## src/rtl/dma_seq_pkg.sv

```systemverilog
package dma_seq_pkg;
  localparam int ST_W    = 12;
  localparam int B_HALF  = 2;
  localparam int B_FRAME = 3;
  localparam int B_LAST  = 4;
  localparam int B_BLOCK = 5;
  localparam int B_SYNC  = 6;
  localparam int B_PKT   = 7;
  localparam int B_TERR  = 8;
  localparam int B_MISAL = 11;
endpackage

```

## src/rtl/dma_req_sel.sv

```systemverilog
module dma_req_sel #(
  parameter int NREQ  = 64,
  parameter int SEL_W = 7
) (
  input  logic             clk,
  input  logic             rst_n,
  input  logic [NREQ-1:0]  req_vec,
  input  logic [SEL_W-1:0] sel,
  output logic             synced,
  output logic             lvl,
  output logic             rise
);
  localparam int IDX_W = $clog2(NREQ);

  logic lvl_q;
  logic in_range;

  always_comb begin
    synced   = (sel != '0);
    in_range = ({1'b0, sel} < (SEL_W+1)'(NREQ));
    lvl      = synced && in_range && req_vec[sel[IDX_W-1:0]];
    rise     = lvl && !lvl_q;
  end

  always_ff @(posedge clk or negedge rst_n) begin
    if (!rst_n) lvl_q <= 1'b0;
    else        lvl_q <= lvl;
  end
endmodule

```

## src/rtl/dma_seq_cnt.sv

```systemverilog
module dma_seq_cnt #(
  parameter int ELEM_W  = 24,
  parameter int FRAME_W = 16,
  parameter int PKT_W   = 16
) (
  input  logic               clk,
  input  logic               rst_n,
  input  logic               load,
  input  logic               clear,
  input  logic               step,
  input  logic               pkt_mode,
  input  logic [ELEM_W-1:0]  elem_cnt,
  input  logic [FRAME_W-1:0] frame_cnt,
  input  logic [PKT_W-1:0]   pkt_len,
  output logic [ELEM_W-1:0]  elem_idx,
  output logic [FRAME_W-1:0] frame_idx,
  output logic [PKT_W-1:0]   pkt_idx,
  output logic               ev_half,
  output logic               ev_frame,
  output logic               ev_last,
  output logic               ev_block,
  output logic               ev_pkt
);
  logic [ELEM_W-1:0]  elim_q, elim_d, elem_q, elem_d, e_inc;
  logic [FRAME_W-1:0] flim_q, flim_d, frame_q, frame_d, f_inc;
  logic [PKT_W-1:0]   plim_q, plim_d, pkt_q, pkt_d, p_inc;

  always_comb begin
    e_inc    = elem_q + 1'b1;
    f_inc    = frame_q + 1'b1;
    p_inc    = pkt_q + 1'b1;
    ev_frame = step && (e_inc == elim_q);
    ev_half  = step && (e_inc == (elim_q >> 1));
    ev_block = ev_frame && (f_inc == flim_q);
    ev_last  = ev_frame && (f_inc == flim_q - 1'b1);
    ev_pkt   = step && pkt_mode && (p_inc == plim_q);

    elim_d  = elim_q;
    flim_d  = flim_q;
    plim_d  = plim_q;
    elem_d  = elem_q;
    frame_d = frame_q;
    pkt_d   = pkt_q;
    if (load) begin
      elim_d  = elem_cnt;
      flim_d  = frame_cnt;
      plim_d  = pkt_len;
      elem_d  = '0;
      frame_d = '0;
      pkt_d   = '0;
    end else if (clear) begin
      elem_d  = '0;
      frame_d = '0;
      pkt_d   = '0;
    end else if (step) begin
      elem_d  = ev_frame ? '0 : e_inc;
      frame_d = ev_frame ? f_inc : frame_q;
      if (pkt_mode) pkt_d = ev_pkt ? '0 : p_inc;
    end
  end

  always_ff @(posedge clk or negedge rst_n) begin
    if (!rst_n) begin
      elim_q  <= '0;
      flim_q  <= '0;
      plim_q  <= '0;
      elem_q  <= '0;
      frame_q <= '0;
      pkt_q   <= '0;
    end else begin
      elim_q  <= elim_d;
      flim_q  <= flim_d;
      plim_q  <= plim_d;
      elem_q  <= elem_d;
      frame_q <= frame_d;
      pkt_q   <= pkt_d;
    end
  end

  assign elem_idx  = elem_q;
  assign frame_idx = frame_q;
  assign pkt_idx   = pkt_q;

  AST_ELEM_BELOW_LIMIT: assert property (@(posedge clk) disable iff (!rst_n)
    (elim_q != '0) |-> (elem_q < elim_q));
  AST_FRAME_BELOW_LIMIT: assert property (@(posedge clk) disable iff (!rst_n)
    (flim_q != '0) |-> (frame_q < flim_q));
endmodule

```

## src/rtl/dma_seq_stat.sv

```systemverilog
module dma_seq_stat #(
  parameter int ST_W = 12
) (
  input  logic            clk,
  input  logic            rst_n,
  input  logic [ST_W-1:0] set_vec,
  input  logic [ST_W-1:0] mask,
  input  logic [ST_W-1:0] clr,
  output logic [ST_W-1:0] st
);
  logic [ST_W-1:0] st_q, st_d;

  always_comb st_d = (st_q & ~clr) | (set_vec & mask);

  always_ff @(posedge clk or negedge rst_n) begin
    if (!rst_n) st_q <= '0;
    else        st_q <= st_d;
  end

  assign st = st_q;

  for (genvar k = 0; k < ST_W; k++) begin : g_chk
    AST_MASKED_BIT_STAYS_CLEAR: assert property (@(posedge clk) disable iff (!rst_n)
      (!st_q[k] && !mask[k]) |=> !st_q[k]);
  end
endmodule

```

## src/rtl/dma_chan_seq.sv

```systemverilog
module dma_chan_seq import dma_seq_pkg::*; #(
  parameter int ELEM_W  = 24,
  parameter int FRAME_W = 16,
  parameter int PKT_W   = 16,
  parameter int SEL_W   = 7,
  parameter int NREQ    = 64
) (
  input  logic               clk,
  input  logic               rst_n,
  input  logic [ELEM_W-1:0]  cfg_elem_cnt,
  input  logic [FRAME_W-1:0] cfg_frame_cnt,
  input  logic [PKT_W-1:0]   cfg_src_fidx,
  input  logic [PKT_W-1:0]   cfg_dst_fidx,
  input  logic [SEL_W-1:0]   cfg_sync_sel,
  input  logic               cfg_frame_sync,
  input  logic               cfg_block_sync,
  input  logic               cfg_src_sync,
  input  logic [ST_W-1:0]    cfg_irq_en,
  input  logic               ch_enable,
  input  logic               ch_disable,
  input  logic [NREQ-1:0]    req_vec,
  input  logic               xfer_done,
  input  logic               xfer_err,
  input  logic               xfer_misalign,
  input  logic [ST_W-1:0]    status_clr,
  output logic               ch_enabled,
  output logic               ch_active,
  output logic               load_err,
  output logic [ST_W-1:0]    status,
  output logic [ELEM_W-1:0]  elem_idx,
  output logic [FRAME_W-1:0] frame_idx,
  output logic [PKT_W-1:0]   pkt_idx
);
  logic rs1_q, rs2_q, rst_s_n;
  logic en_q, en_d, act_q, act_d, pend_q, pend_d, lerr_q, lerr_d;
  logic synced, lvl, rise;
  logic legal, do_load, step, pkt_mode, pend_eff, deact_try, cnt_clear;
  logic ev_half, ev_frame, ev_last, ev_block, ev_pkt;
  logic [PKT_W-1:0] pkt_len;
  logic [ST_W-1:0]  st_set;

  always_ff @(posedge clk or negedge rst_n) begin
    if (!rst_n) {rs1_q, rs2_q} <= 2'b00;
    else        {rs1_q, rs2_q} <= {1'b1, rs1_q};
  end
  assign rst_s_n = rs2_q;

  dma_req_sel #(.NREQ(NREQ), .SEL_W(SEL_W)) u_req (
    .clk(clk), .rst_n(rst_s_n), .req_vec(req_vec), .sel(cfg_sync_sel),
    .synced(synced), .lvl(lvl), .rise(rise));

  always_comb begin
    legal     = (cfg_elem_cnt != '0) && (cfg_frame_cnt != '0);
    do_load   = ch_enable && !ch_disable && legal;
    step      = xfer_done && act_q && !ch_enable && !ch_disable;
    pkt_mode  = cfg_frame_sync && cfg_block_sync;
    pkt_len   = cfg_src_sync ? cfg_src_fidx : cfg_dst_fidx;
    cnt_clear = ch_disable || ev_block;
  end

  dma_seq_cnt #(.ELEM_W(ELEM_W), .FRAME_W(FRAME_W), .PKT_W(PKT_W)) u_cnt (
    .clk(clk), .rst_n(rst_s_n), .load(do_load), .clear(cnt_clear), .step(step),
    .pkt_mode(pkt_mode), .elem_cnt(cfg_elem_cnt), .frame_cnt(cfg_frame_cnt),
    .pkt_len(pkt_len), .elem_idx(elem_idx), .frame_idx(frame_idx), .pkt_idx(pkt_idx),
    .ev_half(ev_half), .ev_frame(ev_frame), .ev_last(ev_last), .ev_block(ev_block),
    .ev_pkt(ev_pkt));

  always_comb begin
    pend_eff  = pend_q || (rise && en_q && act_q);
    deact_try = step && synced &&
                (ev_pkt || (ev_frame && cfg_frame_sync && !cfg_block_sync) ||
                 (!cfg_frame_sync && !cfg_block_sync));
    en_d   = en_q;
    act_d  = act_q;
    pend_d = pend_q;
    lerr_d = 1'b0;
    if (ch_disable) begin
      en_d   = 1'b0;
      act_d  = 1'b0;
      pend_d = 1'b0;
    end else if (ch_enable) begin
      pend_d = 1'b0;
      if (legal) begin
        en_d  = 1'b1;
        act_d = !synced || lvl;
      end else begin
        en_d   = 1'b0;
        act_d  = 1'b0;
        lerr_d = 1'b1;
      end
    end else if (en_q) begin
      if (ev_block) begin
        en_d   = 1'b0;
        act_d  = 1'b0;
        pend_d = 1'b0;
      end else if (deact_try) begin
        pend_d = 1'b0;
        if (!pend_eff && !lvl) act_d = 1'b0;
      end else begin
        if (rise && !act_q) act_d = 1'b1;
        pend_d = pend_eff;
      end
    end
  end

  always_ff @(posedge clk or negedge rst_s_n) begin
    if (!rst_s_n) begin
      en_q   <= 1'b0;
      act_q  <= 1'b0;
      pend_q <= 1'b0;
      lerr_q <= 1'b0;
    end else begin
      en_q   <= en_d;
      act_q  <= act_d;
      pend_q <= pend_d;
      lerr_q <= lerr_d;
    end
  end

  always_comb begin
    st_set          = '0;
    st_set[B_HALF]  = ev_half;
    st_set[B_FRAME] = ev_frame;
    st_set[B_LAST]  = ev_last;
    st_set[B_BLOCK] = ev_block;
    st_set[B_SYNC]  = rise && en_q;
    st_set[B_PKT]   = ev_pkt && !cfg_src_sync;
    st_set[B_TERR]  = xfer_err && act_q;
    st_set[B_MISAL] = xfer_misalign && act_q;
  end

  dma_seq_stat #(.ST_W(ST_W)) u_stat (
    .clk(clk), .rst_n(rst_s_n), .set_vec(st_set), .mask(cfg_irq_en),
    .clr(status_clr), .st(status));

  assign ch_enabled = en_q;
  assign ch_active  = act_q;
  assign load_err   = lerr_q;

  AST_ZERO_LOAD_REJECTED: assert property (@(posedge clk) disable iff (!rst_s_n)
    (ch_enable && !ch_disable && !legal) |=> (!ch_enabled && load_err));
  AST_ACTIVE_NEEDS_ENABLE: assert property (@(posedge clk) disable iff (!rst_s_n)
    ch_active |-> ch_enabled);
  AST_DISABLE_STOPS: assert property (@(posedge clk) disable iff (!rst_s_n)
    ch_disable |=> (!ch_active && !ch_enabled));
  AST_IDLE_STROBE_IGNORED: assert property (@(posedge clk) disable iff (!rst_s_n)
    (!ch_active && !ch_enable && !ch_disable) |=> $stable(elem_idx));
  AST_BLOCK_END_IDLE: assert property (@(posedge clk) disable iff (!rst_s_n)
    (ev_block && !ch_enable) |=> (!ch_enabled && !ch_active));
endmodule

```

## config.mk

```make
export PLATFORM = sky130hd
export DESIGN_NAME = dma_chan_seq
export DESIGN_NICKNAME = d
export VERILOG_FILES = /design/src/rtl/dma_seq_pkg.sv /design/src/rtl/dma_req_sel.sv /design/src/rtl/dma_seq_cnt.sv /design/src/rtl/dma_seq_stat.sv /design/src/rtl/dma_chan_seq.sv
export SDC_FILE = /design/constraint.sdc
export NUM_CORES = 1
export LEC_CHECK = 0
export BUFFER_PORTS_ARGS = -buffer_cell sky130_fd_sc_hd__buf_4
export CAP_MARGIN = 20
export CORE_MARGIN = 3
export CORE_UTILIZATION = 55
export CTS_CLUSTER_SIZE = 30
export DETAILED_ROUTE_END_ITERATION = 16
export PLACE_DENSITY = 0.83
export SLEW_MARGIN = 5
export SYNTH_ARGS = -nofsm -noshare
export SYNTH_HDL_FRONTEND = slang
export SYNTH_HIERARCHICAL = 1
export SYNTH_SLANG_ARGS = --single-unit
```

## constraint.sdc

```tcl
create_clock -name clk -period 7.1 [get_ports clk]
set_input_delay 1.42 -clock clk [delete_from_list [all_inputs] [get_ports clk]]
set_output_delay 1.42 -clock clk [all_outputs]
set_load 0.1 [all_outputs]
```

== Word level (Yosys, flattened, before mapping) ==
Index checks and enable logic that the tools add are counted.
W data, S select, Z words.

* Register bits after elaboration: 131
* Bits in latches: 0
* Bits in writable memories: 0
* Memory bits (read-only): 0
* Input port bits: 177
* Output and inout port bits: 71
* Word-level logic and storage cells: 121
* Memories kept: 0

* $add $sub $neg: 4
* Multiply operators: 0
* Divide/modulo/power cells: 0
* Magnitude comparators: 2
* Equality and inequality tests: 6
* Shift-type cells: 0
* Mux-type cells: 37
* Bitwise gates (word level): 4
* Reduce and logical (&&, ||, !) cells: 54

{| class="wikitable"
|+ Operators with widths
! cell !! number
|-
| $mux W16 || 10
|-
| $mux W24 || 4
|-
| $eq A16 B16 Y1 || 3
|-
| $add A16 B1 Y16 const B || 2
|-
| $logic_and A1 B1 Y1 || 28
|-
| $add A24 B1 Y24 const B || 1
|-
| $and A12 B12 Y12 || 2
|-
| $eq A24 B23 Y1 || 1
|-
| $eq A24 B24 Y1 || 1
|-
| $reduce_bool A24 Y1 || 1
|-
| $mux W1 || 22
|-
| $reduce_bool A16 Y1 || 1
|-
| $sub A16 B1 Y16 const B || 1
|-
| $not A12 Y12 || 1
|-
| $or A12 B12 Y12 || 1
|-
| $reduce_bool A3 Y1 || 4
|-
| $logic_not A1 Y1 || 10
|-
| $lt A6 B7 Y1 const B || 1
|-
| $lt A7 B7 Y1 const B || 1
|-
| $reduce_bool A7 Y1 || 1
|-
| $bmux W1 S6 || 1
|-
| $logic_or A1 B1 Y1 || 5
|-
| $ne A5 B3 Y1 const B || 1
|-
| $reduce_bool A5 Y1 || 1
|-
| 2 further kinds || 3
|}

== Longest topological paths before layout ==
* Depth after elaboration: 15
* Depth in mapped cells: 17

== Cells and area by module ==
The synthesis kept the hierarchy.

{| class="wikitable"
|+ By module, submodules not included
! module !! times used !! cells an instance !! area each (µm²) !! sequential area each (µm²)
|-
| dma_seq_cnt || 1 || 905 || 8246.7 || 2802.7
|-
| dma_req_sel || 1 || 68 || 723.2 || 25.0
|-
| dma_chan_seq || 1 || 71 || 643.1 || 150.1
|-
| dma_seq_stat || 1 || 48 || 495.5 || 300.3
|}

== Least setup slack after synthesis ==
Ideal clock, no wire load.

* Path type: input port to flip-flop
* Start point: input port ch_disable
* End point: register u_cnt.frame_q[9] (netlist: u_cnt/frame_idx[9])
* Arrival: 4.989 ns
* Data required time: 6.980 ns
* Setup slack: 1.991 ns
* Cell stages on the path: 16
* Path through: nor2_1 -> and3_1 -> clkbuf_1 -> nand3_1 -> a2111oi_0 -> and3_1 -> o2111ai_1 -> or4_1 -> nor4_4 -> and3_1 -> or2_2 -> or2_2 -> clkbuf_1 -> clkbuf_1 -> nor2_1 -> a31o_2

* Longest elaborated chain between the ends: 7

{| class="wikitable"
|+ RTL lines
! item !! line !! RTL
|-
| start: declaration || dma_chan_seq.sv:20 || <nowiki>input logic ch_disable,</nowiki>
|-
| $logic_not A1 Y1 (*) || dma_chan_seq.sv:55 || <nowiki>step = xfer_done && act_q && !ch_enable && !ch_disable;</nowiki>
|-
| $logic_and A1 B1 Y1 (*) || dma_chan_seq.sv:55 ||
|-
| via step || dma_chan_seq.sv:37 || <nowiki>logic legal, do_load, step, pkt_mode, pend_eff, deact_try, cnt_clear;</nowiki>
|-
| $logic_and A1 B1 Y1 (*) || dma_seq_cnt.sv:32 || <nowiki>ev_frame = step && (e_inc == elim_q);</nowiki>
|-
| via ev_frame || dma_chan_seq.sv:38 || <nowiki>logic ev_half, ev_frame, ev_last, ev_block, ev_pkt;</nowiki>
|-
| $logic_and A1 B1 Y1 (*) || dma_seq_cnt.sv:34 || <nowiki>ev_block = ev_frame && (f_inc == flim_q);</nowiki>
|-
| via ev_block || dma_chan_seq.sv:38 ||
|-
| $logic_or A1 B1 Y1 (*) || dma_chan_seq.sv:58 || <nowiki>cnt_clear = ch_disable || ev_block;</nowiki>
|-
| via cnt_clear || dma_chan_seq.sv:37 ||
|-
| $reduce_bool A3 Y1 (no line) / $mux W16 (equally long branches) || n/a ||
|-
| $reduce_and A2 Y1 (no line) / $mux W16 (equally long branches) || n/a ||
|-
| end signal: assignment || dma_seq_cnt.sv:75 || <nowiki>frame_q <= frame_d;</nowiki>
|-
| end: declaration || dma_seq_cnt.sv:25 || <nowiki>logic [FRAME_W-1:0] flim_q, flim_d, frame_q, frame_d, f_inc;</nowiki>
|}

The timed path passes the listed nets; every way through them passes the cells marked *.
A chain may end at the register's enable or synchronous reset.

== Final worst setup path ==
* Start point: register u_cnt.elem_q[0] (netlist: u_cnt/elem_idx[0])
* End point: register u_cnt.pkt_q[11] (netlist: u_cnt/pkt_idx[11])

* Longest elaborated chain between the ends: 7

{| class="wikitable"
|+ RTL lines
! item !! line !! RTL
|-
| start: declaration || dma_seq_cnt.sv:24 || <nowiki>logic [ELEM_W-1:0] elim_q, elim_d, elem_q, elem_d, e_inc;</nowiki>
|-
| start signal: assignment || dma_seq_cnt.sv:74 || <nowiki>elem_q <= elem_d;</nowiki>
|-
| $add A24 B1 Y24 (*) || dma_seq_cnt.sv:29 || <nowiki>e_inc = elem_q + 1'b1;</nowiki>
|-
| $eq A24 B24 Y1 (*) || dma_seq_cnt.sv:32 ||
|-
| $logic_and A1 B1 Y1 (*) || dma_seq_cnt.sv:32 ||
|-
| via ev_frame || dma_chan_seq.sv:38 ||
|-
| $logic_and A1 B1 Y1 (*) || dma_seq_cnt.sv:34 ||
|-
| via ev_block || dma_chan_seq.sv:38 ||
|-
| $logic_or A1 B1 Y1 (*) || dma_chan_seq.sv:58 ||
|-
| via cnt_clear || dma_chan_seq.sv:37 ||
|-
| $reduce_bool A3 Y1 (no line) / $mux W16 (equally long branches) || n/a ||
|-
| $reduce_and A2 Y1 (no line) / $mux W16 (equally long branches) || n/a ||
|-
| end signal: assignment || dma_seq_cnt.sv:76 || <nowiki>pkt_q <= pkt_d;</nowiki>
|-
| end: declaration || dma_seq_cnt.sv:26 || <nowiki>logic [PKT_W-1:0] plim_q, plim_d, pkt_q, pkt_d, p_inc;</nowiki>
|}

Marks and branches as above.

==> flow_summary.json <==
{
  "status": "complete, no violations",
  "synth_edf_count": 0,
  "grt_max_degree": 72,
  "skew_ps": 9.64,
  "synthDistinctLibCells": 94,
  "post-route-period-util": 0.793,
  "synthArstFlopShare": 1.00,
  "routedWlPerCell_um": 20.1,
  "vias": 9616,
  "crit_cells": 14,
  "htreeDepth": 4,
  "grt-ovfl-total": 0,
  "dr.pass1.iters": 5,
  "r2r_cells": 14,
  "slew_headroom": 0.391,
  "area_growth_pct": 24.2,
  "combPwrFrac": 0.200,
  "clock.fmax_ghz": 0.178,
  "placed_cells": 1498,
  "worst_pin_slew_ps": 914,
  "post_cts_buffers": 0,
  "track_usage": 0.301,
  "crit_buf_inv": 1,
  "tns_ps": 0,
  "insertion_delay_ps": 420,
  "synth_ff_type": "dfrtp_1",
  "met3_usage": 0.0566,
  "num_antenna_cells": 0,
  "grt_use_met1": 0.407,
  "synthesis.area_sq_um": 10100,
  "stdcell_count": 1530,
  "leakage_nw": 5.34,
  "busiest_layer": "met2",
  "crit_path_end_kind": "flip-flop",
  "cts_root_buf": "clkbuf_16",
  "grt.met2_usage": 0.498,
  "seq_area_frac_synth": 0.324,
  "worstPathRequired_ps": 7400,
  "p_int_mw": 1.60,
  "grt_pass1_wl_um": 49100,
  "setup_viol": 0,
  "rows": 48,
  "peakVddDrop_uv": 183,
  "ys_warn_count": 6,
  "dp_hpwl_um": 22700,
  "drt-initial-drc-count": 1040,
  "min_path_type": "flip-flop to flip-flop",
  "drive_gt1_frac": 0.331,
  "core_area_sq_um": 17700,
  "drv_cap": 0,
  "io_pins": 248,
  "cp_max_fo": 32,
  "max_stage_delay_ps": 590,
  "start_util": 0.572,
  "fp.dieW_um": 142,
  "clkTransAtPathRegs_ps": 60,
  "dpl_cell_area_sq_um": 11900,
  "crit_slowest_cell": "dfrtp_1",
  "ys_ff_latch": 131,
  "routabilityCongestion": 0.984,
  "die-area_sq_um": 20000,
  "switchingPower_mw": 0.651,
  "crit_path_start": "u_cnt/elem_idx[0]$_DFFE_PN0P_",
  "fp.dieH_um": 142,
  "ant_nets": 0,
  "postLayoutCellArea_sq_um": 12600,
  "worstPathArrival_ps": 5930,
  "finalMaxSlewViolations": 0,
  "worstPathCellList": "ha_1, nand3_1, nor3_1, nor4b_2, xnor2_1, a221oi_1, nand4_1, nor4_4, and3_1, or2_2, or2_2, a21oi_1, buf_4, a211o_1",
  "cts.sinks": 131,
  "path_class": "flip-flop to flip-flop",
  "rsz0062_at_grt": "no",
  "nFillCells": 1401,
  "grt_pass1_vias": 9501,
  "viasPerCell": 6.28,
  "timing.rr.end": "u_cnt/pkt_idx[11]$_DFFE_PN0P_",
  "switching_share": 0.289,
  "final_nets": 1474,
  "cp-start-kind": "flip-flop",
  "clkPwrFrac": 0.407,
  "avgSynthCellArea_sq_um": 9.26,
  "crit_path_frequent_cell": "or2_2",
  "rrSetupSlack_ps": 1470,
  "hold_violations": 0,
  "cts_tree": "done",
  "endpoint": "u_cnt/pkt_idx[11]$_DFFE_PN0P_",
  "cts_resized": 0,
  "p_seq_frac": 0.393,
  "drc": 0,
  "pwr_density_cell_nw_per_um2": 180,
  "antenna_found_initial": 0,
  "finalCriticalPeriod_ps": 5630,
  "syn_inst": 1092,
  "numCtsBuffers": 17,
  "cp_top_family": "simple AND/OR/NAND/NOR gates",
  "finalWirelength_um": 30700,
  "port_buffers": 247,
  "r2r-start": "u_cnt/elem_idx[0]$_DFFE_PN0P_",
  "ctsHoldBuffers": 0,
  "clk_path_buf_depth": 2
}
==> flip-flops by register name, summed over array words and instances (netlist names), 12 cells and up <==
| signal | cells |
|---|---|
| u_cnt/elem_idx | 24 |
| u_cnt/elim_q | 24 |
| u_cnt/flim_q | 16 |
| u_cnt/frame_idx | 16 |
| u_cnt/pkt_idx | 16 |
| u_cnt/plim_q | 16 |
| u_stat/st | 12 |
==> through the flow <==
| stage | hold slack (ps) | utilization | worst slack (ps) | total power, mW |
|---|---|---|---|---|
| final | 360 | 0.711 | 1470 | 2.25 |
| after floorplan | 331 | - | 1990 | 1.18 |
| after global placement | 335 | 0.676 | 1360 | 1.32 |
| after CTS | 362 | 0.711 | 1590 | 2.26 |
| after detailed placement | 346 | 0.676 | 1200 | 1.34 |
| after global routing | 373 | 0.711 | 1020 | 2.34 |
==> worst reg2reg max path: cells and delay by family (launching register included) <==
kind,cells,cell delay [ps]
buf+inv,1,260
simple gates,8,3210
xor+xnor,1,190
fa+ha+maj,1,340
flops,1,590
compound gates,3,930
==> worst min-delay path by stage <==
stage,depth (start not counted),from,end
2_1_floorplan,0,rs1_q$_DFF_PN0_,rs2_q$_DFF_PN0_
3_3_place_gp,0,rs1_q$_DFF_PN0_,rs2_q$_DFF_PN0_
3_5_place_dp,0,rs1_q$_DFF_PN0_,rs2_q$_DFF_PN0_
4_1_cts,0,rs1_q$_DFF_PN0_,rs2_q$_DFF_PN0_
5_1_grt,0,rs1_q$_DFF_PN0_,rs2_q$_DFF_PN0_
6_report,0,rs1_q$_DFF_PN0_,rs2_q$_DFF_PN0_
==> layout make-up <==
class                           instances  area [sq um]  area share
Clock inverter                         13           175      0.0139
Sequential cell                       131          3280       0.261
Clock buffer                           18           439      0.0350
Tap cell                              225           282      0.0224
Inverter                               29           109     0.00867
Multi-Input combinational cell        860          6360       0.507
Timing Repair Buffer                  254          1910       0.152
==> cell families (layout without fill, tap and decap cells) <==
kind of cell             Yosys count  count (layout)  synth area share
AO/OA/AOI/OAI                    204             204             0.146
adder cells (fa/ha/maj)            4               4           0.00495
other                              2               5          0.000743
buffers and inverters            104             314            0.0475
multiplexers                     107             107             0.128
AND/OR/NAND/NOR                  425             425             0.240
XOR/XNOR                         115             115             0.108
flip-flops                       131             131             0.324
==> synthesized netlist by cell type (4+ instances only) <==
| cell | number | area [sq um] |
|---|---|---|
| o211ai_1 | 8 | 60.1 |
| dfrtp_1 | 131 | 3280 |
| inv_1 | 29 | 109 |
| a31o_2 | 25 | 219 |
| xnor3_1 | 5 | 113 |
| nand3_1 | 48 | 240 |
| and4_1 | 6 | 52.6 |
| buf_6 | 5 | 56.3 |
| buf_4 | 4 | 30.0 |
| mux2i_1 | 28 | 280 |
| buf_2 | 20 | 100 |
| a22oi_1 | 4 | 30.0 |
| o21ai_2 | 12 | 105 |
| a211o_1 | 5 | 43.8 |
| nor3b_1 | 6 | 45.0 |
| a211oi_1 | 6 | 45.0 |
| xor2_1 | 31 | 272 |
| or4_1 | 15 | 113 |
| nand2_1 | 88 | 330 |
| o21ai_0 | 27 | 135 |
| o2111ai_1 | 4 | 35.0 |
| a2111oi_0 | 8 | 70.1 |
| nor2b_1 | 16 | 100 |
| o31ai_1 | 9 | 67.6 |
| nand4b_1 | 4 | 35.0 |
| a31oi_1 | 6 | 37.5 |
| mux2_2 | 70 | 788 |
| and2_1 | 9 | 56.3 |
| clkbuf_1 | 39 | 146 |
| or3_1 | 16 | 100 |
| buf_1 | 5 | 18.8 |
| and3_1 | 16 | 100 |
| nand4_1 | 31 | 194 |
| ha_1 | 4 | 50.1 |
| nand2b_1 | 16 | 100 |
| nor2_1 | 59 | 221 |
| nor4_1 | 35 | 219 |
| a21oi_1 | 45 | 225 |
| nand3b_1 | 4 | 30.0 |
| xnor2_1 | 78 | 683 |
| or2_2 | 10 | 62.6 |
| a21o_1 | 7 | 52.6 |
| mux4_1 | 6 | 158 |
| nor3_1 | 21 | 105 |
==> power groups by stage <==
| stage | registers [mW] | logic [mW] | clock network [mW] |
|---|---|---|---|
| 2_1_floorplan | 0.903 | 0.278 | 0 |
| 3_3_place_gp | 0.893 | 0.431 | 0 |
| 3_5_place_dp | 0.896 | 0.442 | 0 |
| 4_1_cts | 0.884 | 0.446 | 0.933 |
| 5_1_grt | 0.894 | 0.486 | 0.965 |
| 6_report | 0.885 | 0.451 | 0.919 |
==> cells in the final DEF (no fill, tap or decap), types with 7 or more instances in the layout <==
| cell type | instances |
|---|---|
| buf_4 | 254 |
| dfrtp_1 | 130 |
| nand2_1 | 88 |
| xnor2_1 | 78 |
| mux2_2 | 70 |
| nor2_1 | 58 |
| nand3_1 | 48 |
| a21oi_1 | 45 |
| nor4_1 | 35 |
| nand4_1 | 31 |
| xor2_1 | 31 |
| inv_1 | 28 |
| mux2i_1 | 28 |
| o21ai_0 | 27 |
| a31o_2 | 25 |
| nor3_1 | 21 |
| clkbuf_16 | 17 |
| and3_1 | 16 |
| nor2b_1 | 16 |
| nand2b_1 | 16 |
| or3_1 | 16 |
| or4_1 | 15 |
| o21ai_2 | 12 |
| or2_2 | 10 |
| and2_1 | 9 |
| o31ai_1 | 9 |
| a2111oi_0 | 8 |
| o211ai_1 | 8 |
| a21o_1 | 7 |
==> layer usage <==
layer  part of all wire  up-vias
met5                  0        -
met4              0.022        0
met3              0.083       60
met2               0.49      474
met1               0.41     4639
li1                   -     4443
(Power assumes the default switching activity.)
